$ cat src/rtl/spi_menu_seq.sv
`timescale 1ns/1ps
module spi_menu_seq #(
  parameter int DATA_BYTES = 64,
  parameter int DIV_W      = 8,
  parameter int GAP_CYC    = 2
) (
  input  logic        clk,
  input  logic        rst_n,
  input  logic        reg_wr,
  input  logic [4:0]  reg_addr,
  input  logic [31:0] reg_wdata,
  output logic [31:0] reg_rdata,
  output logic        spi_sck,
  output logic        spi_cs_n,
  output logic        spi_mosi,
  input  logic        spi_miso
);
  localparam int WORDS = DATA_BYTES / 4;
  localparam int WI    = $clog2(WORDS);
  localparam int BW    = $clog2(DATA_BYTES + 5);
  localparam int GW    = $clog2(GAP_CYC + 1);

  typedef enum logic [1:0] {S_IDLE, S_PRE, S_GAP, S_MAIN} st_t;

  logic [63:0]      menu_q;
  logic [15:0]      type_q, pref_q, ctrl_q;
  logic [31:0]      addr_q;
  logic [DIV_W-1:0] div_q, hc, hp;
  logic             done_q, err_q, lock_q;
  logic [31:0]      dbuf [WORDS];

  st_t              st;
  logic             sck_q, cs_q;
  logic [2:0]       bitc;
  logic [BW-1:0]    bi, nb, hdr, di, c_n;
  logic [GW-1:0]    gapc;
  logic [7:0]       rx, cur, c_op, c_pre;
  logic [23:0]      c_addr;
  logic             c_adr, c_wr, c_den, busy, cap_rd;
  logic [2:0]       sidx;
  logic [1:0]       styp;

  assign busy     = st != S_IDLE;
  assign hp       = (div_q == '0) ? DIV_W'(1) : div_q;
  assign hdr      = c_adr ? BW'(4) : BW'(1);
  assign nb       = (st == S_PRE) ? BW'(1) : hdr + (c_den ? c_n : BW'(0));
  assign di       = bi - hdr;
  assign cap_rd   = st == S_MAIN && c_den && !c_wr && bi >= hdr;
  assign sidx     = reg_wdata[6:4];
  assign styp     = type_q[{sidx, 1'b0} +: 2];
  assign spi_sck  = sck_q;
  assign spi_cs_n = cs_q;
  assign spi_mosi = (st == S_PRE || st == S_MAIN) ? cur[3'd7 - bitc] : 1'b0;

  always_comb begin
    if (st == S_PRE)            cur = c_pre;
    else if (bi == '0)          cur = c_op;
    else if (c_adr && bi < BW'(4))
      case (bi[1:0])
        2'd1:    cur = c_addr[23:16];
        2'd2:    cur = c_addr[15:8];
        default: cur = c_addr[7:0];
      endcase
    else if (c_wr)              cur = dbuf[di[WI+1:2]][{di[1:0], 3'b000} +: 8];
    else                        cur = 8'h00;
  end

  always_comb begin
    if (reg_addr[4]) reg_rdata = dbuf[reg_addr[WI-1:0]];
    else
      case (reg_addr[3:0])
        4'd0:    reg_rdata = {16'h0, lock_q, 11'h0, err_q, done_q, 1'b0, busy};
        4'd1:    reg_rdata = {16'h0, ctrl_q};
        4'd2:    reg_rdata = addr_q;
        4'd3:    reg_rdata = menu_q[31:0];
        4'd4:    reg_rdata = menu_q[63:32];
        4'd5:    reg_rdata = {16'h0, type_q};
        4'd6:    reg_rdata = {16'h0, pref_q};
        4'd7:    reg_rdata = {{(32-DIV_W){1'b0}}, div_q};
        default: reg_rdata = '0;
      endcase
  end

  always_ff @(posedge clk or negedge rst_n) begin
    if (!rst_n) begin
      menu_q <= '0; type_q <= '0; pref_q <= '0; ctrl_q <= '0; addr_q <= '0;
      div_q <= DIV_W'(2); done_q <= 1'b0; err_q <= 1'b0; lock_q <= 1'b0;
      for (int i = 0; i < WORDS; i++) dbuf[i] <= '0;
      st <= S_IDLE; sck_q <= 1'b0; cs_q <= 1'b1; bitc <= '0; bi <= '0;
      hc <= '0; gapc <= '0; rx <= '0; c_op <= '0; c_pre <= '0; c_addr <= '0;
      c_adr <= 1'b0; c_wr <= 1'b0; c_den <= 1'b0; c_n <= '0;
    end else begin
      if (reg_wr) begin
        if (reg_addr[4]) dbuf[reg_addr[WI-1:0]] <= reg_wdata;
        else
          case (reg_addr[3:0])
            4'd0: begin
              if (reg_wdata[2])  done_q <= 1'b0;
              if (reg_wdata[3])  err_q  <= 1'b0;
              if (reg_wdata[15]) lock_q <= 1'b1;
            end
            4'd1:
              if (busy) begin
                if (reg_wdata[1]) err_q <= 1'b1;
              end else begin
                ctrl_q <= reg_wdata[15:0] & 16'hfffd;
                if (reg_wdata[1]) begin
                  c_op   <= menu_q[{sidx, 3'b000} +: 8];
                  c_adr  <= styp[1];
                  c_wr   <= styp[0];
                  c_den  <= reg_wdata[14];
                  c_n    <= BW'(reg_wdata[13:8]) + BW'(1);
                  c_addr <= addr_q[23:0];
                  c_pre  <= pref_q[7:0];
                  st     <= reg_wdata[2] ? S_PRE : S_MAIN;
                  cs_q   <= 1'b0;
                  bi <= '0; bitc <= '0; hc <= '0; sck_q <= 1'b0;
                end
              end
            4'd2: addr_q <= reg_wdata;
            4'd3: if (!lock_q) menu_q[31:0]  <= reg_wdata;
            4'd4: if (!lock_q) menu_q[63:32] <= reg_wdata;
            4'd5: if (!lock_q) type_q <= reg_wdata[15:0];
            4'd6: if (!lock_q) pref_q <= reg_wdata[15:0];
            4'd7: div_q <= reg_wdata[DIV_W-1:0];
            default: ;
          endcase
      end

      case (st)
        S_PRE, S_MAIN:
          if (hc == hp - DIV_W'(1)) begin
            hc <= '0;
            if (!sck_q) begin
              sck_q <= 1'b1;
              rx    <= {rx[6:0], spi_miso};
            end else begin
              sck_q <= 1'b0;
              bitc  <= bitc + 3'd1;
              if (bitc == 3'd7) begin
                if (cap_rd) dbuf[di[WI+1:2]][{di[1:0], 3'b000} +: 8] <= rx;
                if (bi == nb - BW'(1)) begin
                  cs_q <= 1'b1;
                  bi   <= '0;
                  if (st == S_PRE) begin
                    st <= S_GAP; gapc <= '0;
                  end else begin
                    st <= S_IDLE; done_q <= 1'b1;
                  end
                end else bi <= bi + BW'(1);
              end
            end
          end else hc <= hc + DIV_W'(1);
        S_GAP:
          if (gapc == GW'(GAP_CYC - 1)) begin
            st <= S_MAIN; cs_q <= 1'b0;
          end else gapc <= gapc + GW'(1);
        default: ;
      endcase
    end
  end
endmodule

$ cat config.mk
export PLATFORM = sky130hd
export DESIGN_NAME = spi_menu_seq
export DESIGN_NICKNAME = d
export VERILOG_FILES = /design/src/rtl/spi_menu_seq.sv
export SDC_FILE = /design/constraint.sdc
export NUM_CORES = 2
export LEC_CHECK = 0
export ABC_AREA = 1
export BUFFER_PORTS_ARGS = -buffer_cell sky130_fd_sc_hd__buf_4
export CORE_ASPECT_RATIO = 2
export CORE_MARGIN = 1
export CORE_UTILIZATION = 45
export DETAILED_ROUTE_END_ITERATION = 10
export PLACE_DENSITY = 0.57
export SLEW_MARGIN = 15
export SYNTH_ARGS = -nofsm -noshare
export SYNTH_HDL_FRONTEND = slang
export SYNTH_SLANG_ARGS = --single-unit
export TNS_END_PERCENT = 30
$ cat constraint.sdc
create_clock -name clk -period 4.8 [get_ports clk]
set_input_delay 0.96 -clock clk [delete_from_list [all_inputs] [get_ports clk]]
set_output_delay 0.96 -clock clk [all_outputs]
set_load 0.05 [all_outputs]
==> impl_metrics.yaml <==
logic_synthesis:
  ys_types: 49
  synth-simple-area-share_pct: 20.87
  synth-xor-area-share_pct: 0.6188
  async_flop_share_pct: 100.0
  synth_nets: 6568
  synth-adder-area-share_pct: 0.6078
  yosys_warnings: 0
  syn-instance-count: 6505
  seq_area_frac_synth_pct: 41.33
  synth-seq-cells: 748
  synth-compound-area-share_pct: 27.07
  synth_edf_count: 0
  netlist_area_um2: 45290
  synth.area.mux_share_pct: 0.09945
  synth_ff_type: "dfrtp_1"
  synthesis.area_per_instance_um2: 6.962
  dominant_combinational_cell_family_by_area_after_synthesis: "compound AO/OA/AOI/OAI gates"
drt:
  postRouteAntennaNets: 0
  routed_wire_length_per_instance_um: 29.56
  total_vias_in_the_final_route: 48680
  post_drt_via_cell_ratio: 6.191
  drt_iter0_drc: 5834
  routed_wl_um: 232400
  firstDrtPassIters: 10
  route.detailed.drc: 0
layout:
  layout-drive-gt1-share_pct: 9.782
  commonest_non_fill_non_tap_cell_in_the_layout: "nand2_1"
  flow.area_growth_from_synthesis_pct: 14.83
  mostFrequentLayoutCells: "1954 x nand2_1, 1445 x o21ai_0, 746 x dfrtp_1"
  nNetsFinal: 6522
  final_core_util_pct: 52.15
sta:
  timing_hold_violations_final: 0
  setup_slack_ns: -0.2954
  timing.clock.skew_ns: 0.02088
  final.min_clock_period_ns: 5.095
  number_of_pins_exceeding_their_max_slew_limit_in_the_final_report: 0
  slew_headroom_pct: 18.25
  post-route-period-util_pct: 106.2
  achievable-frequency_ghz: 0.1963
  rsz_0062_raised_after_global_routing: "true"
  slew_at_the_pin_closest_to_its_max_slew_limit_ns: 1.213
  setup_viol_count_final: 1
min_path:
  path_type_of_the_worst_min_delay_path: "in2async"
critical_path:
  reg2regPathDepth: 17
  crit_path_max_delay_family: "simple AND/OR/NAND/NOR gates"
  endpoint_kind: "primary output"
  worstSetupPathType: "reg2out"
  timing.reg2reg.setup_slack_ns: 0.38
  start_kind: "flip-flop"
  cp_num_buf_inv: 7
  critPathRequiredTime_ns: 3.84
  worst_ep_arrival_time_ns: 4.14
  critical_path.max_fanout: 8
  r2r-start: "div_q[5]$_DFFE_PN0P_"
  rr_endpoint: "dbuf[64]$_DFF_PN0_"
  slowest_stage: "dfrtp_1"
  critical_path.most_common_cell: "nand2_1"
  slowest_delay_ns: 0.39
clock_tree:
  clkLatencyLatePin_ns: 0.70
  clkSinkCount: 748
  clk_pin_slew_ns: 0.07
  cts_buffers: 78
  cts-root-to-sink-buffers: 3
  cts_tree: "done"
  cts_root_buffer: "clkbuf_16"
  cts.htree.levels: 3
  cts_hold_buf: 0
run_status:
  violations: "setup timing"
  run_status: "complete, but fails checks"
power_and_ir_drop:
  cellPowerDensity_nw_per_um2: 480.5
  report.power.total_mw: 24.99
  power_leakage_nw: 25.21
  vdd_drop_max_mv: 0.3682
floorplan:
  number_of_rows_in_the_core_area: 164
  die_h_um: 450.7
  fp.dieW_um: 226.3
  core_outline_area_um2: 99730
  floorplan.die_area_um2: 102000
  initial_core_utilization_pct: 45.42
  pin_count: 76
grt:
  number_of_global_route_vias_before_repair: 45800
  number_of_antenna_violations_at_the_first_check_in_global_routing: 24
  grt_start_max_net_pins: 91
  globalRouteTotalUtil_pct: 45.53
  grt.overflow.total: 0
  global_route_wire_length_before_repair_um: 329200
place:
  place_congestion: 1.001
  port_buffers: 75
  dp_hpwl_um: 155200
job:
  timing.max_cap.violations: 0
==> metal layers <==
| metal | vias up | GRT usage, % | wire length [µm] |
|---|---|---|---|
| met5 | - | 0 | 25 |
| met4 | 4 | 45.20 | 26950 |
| met3 | 1092 | 10.06 | 21330 |
| met2 | 3015 | 72.01 | 106800 |
| met1 | 22990 | 49.26 | 77300 |
| li1 | 21570 | - | - |
==> kinds of logic after synthesis <==
kind of cell | after synthesis
AND/OR/NAND/NOR | 2406
XOR/XNOR | 32
adder cells (fa/ha/maj) | 22
multiplexers | 4
AO/OA/AOI/OAI | 2167
flip-flops | 748
buffers and inverters | 1126
==> report_power, final <==
part | total (mW) | internal, mW | switching [mW]
clock network | 6.65 | 3.73 | 2.92
logic | 10.2 | 3.41 | 6.80
registers | 8.12 | 7.37 | 0.757
==> registers in the layout, indices dropped and copies added (netlist names), 2 cells and up <==
register / count
ctrl_q: 15
addr_q: 32
type_q: 16
st: 2
div_q: 8
menu_q: 64
c_op: 8
rx: 8
c_addr: 24
c_n: 7
bi: 7
gapc: 2
hc: 8
c_pre: 8
bitc: 3
pref_q: 16
dbuf: 512
==> worst max-delay path by stage <==
stage,from,endpoint,cells past startpoint
after floorplan,reg_addr[1],reg_rdata[11],9
after global placement,reg_addr[1],reg_rdata[26],10
after detailed placement,reg_addr[1],reg_rdata[24],10
after CTS,c_adr$_DFFE_PN0P_,spi_mosi,26
after global routing,c_adr$_DFFE_PN0P_,spi_mosi,26
final,c_adr$_DFFE_PN0P_,spi_mosi,26
==> timing repair <==
item                                    4_1_cts  5_1_grt
cloned                                       10        5
endpoints found under the setup margin        1        1
buffers inserted                              8        5
gates resized for setup                      57       69
pin swaps                                    20       44
==> worst register-to-register path, stage by stage (launching register included) <==
cell and delay [ns]:
dfrtp_1 0.42, inv_1 0.28, nand2_1 0.14, nor2_2 0.20, a31oi_4 0.13, ha_1 0.33
xor2_1 0.20, o21ai_0 0.11, a21oi_1 0.14, nand4_1 0.11, nor2_1 0.14, nand2_1 0.08
nor3_2 0.21, nand2_2 0.33, nor3_4 0.40, nand2_1 0.62, o21ai_0 0.40, inv_1 0.07
==> per-stage QoR <==
| stage | std cells | instance area [µm²] | TNS (ns) | hold slack (ns) | setup WS (ns) |
|---|---|---|---|---|---|
| after floorplan | 6505 | 45290 | 0 | 0.4451 | 0.2470 |
| after global placement | 7680 | 48300 | 0 | 0.4623 | 0.2625 |
| after CTS | 7841 | 51600 | -0.2364 | 0.3104 | -0.2364 |
| final | 7863 | 52010 | -0.2954 | 0.2411 | -0.2954 |
| after detailed placement | 7680 | 48300 | 0 | 0.4728 | 0.2708 |
| after global routing | 7856 | 51990 | -0.3919 | 0.2968 | -0.3919 |
==> Yosys cell counts, drive strengths merged (2+ instances only) <==
cell | n | share of area (%)
inv | 607 | 5.0
a21oi | 131 | 1.4
a22o | 8 | 0.15
clkinv | 13 | 0.11
nand2 | 2001 | 17
nor3 | 22 | 0.30
o41ai | 16 | 0.31
a211oi | 6 | 0.099
buf | 26 | 0.29
nor4 | 10 | 0.14
ha | 22 | 0.61
o2111ai | 6 | 0.12
o21ai | 1456 | 16
xor2 | 28 | 0.54
a22oi | 158 | 2.6
a31oi | 9 | 0.16
dfstp | 2 | 0.12
nor2 | 196 | 1.7
a32o | 3 | 0.066
a21boi | 19 | 0.31
dfrtp | 746 | 41
clkbuf | 480 | 4.0
and2 | 2 | 0.028
nand3b | 5 | 0.083
o22ai | 96 | 1.3
mux2 | 4 | 0.099
o32ai | 4 | 0.077
o31ai | 8 | 0.13
nand4 | 59 | 0.81
nand3 | 102 | 1.1
a221oi | 13 | 0.25
xnor2 | 4 | 0.077
or2 | 8 | 0.11
o211ai | 226 | 3.7
a2111oi | 5 | 0.097
==> final cells by class <==
cell class,instances,area (µm²)
inverter,620,2330
sequential,748,18720
fill,10080,47720
antenna,13,32.53
clock buffer,116,2389
timing repair buffer,379,3814
tap,1328,1662
multi-input combinational,4632,22760
clock inverter,27,296.5
No activity file was read; power rests on OpenSTA's default activity.
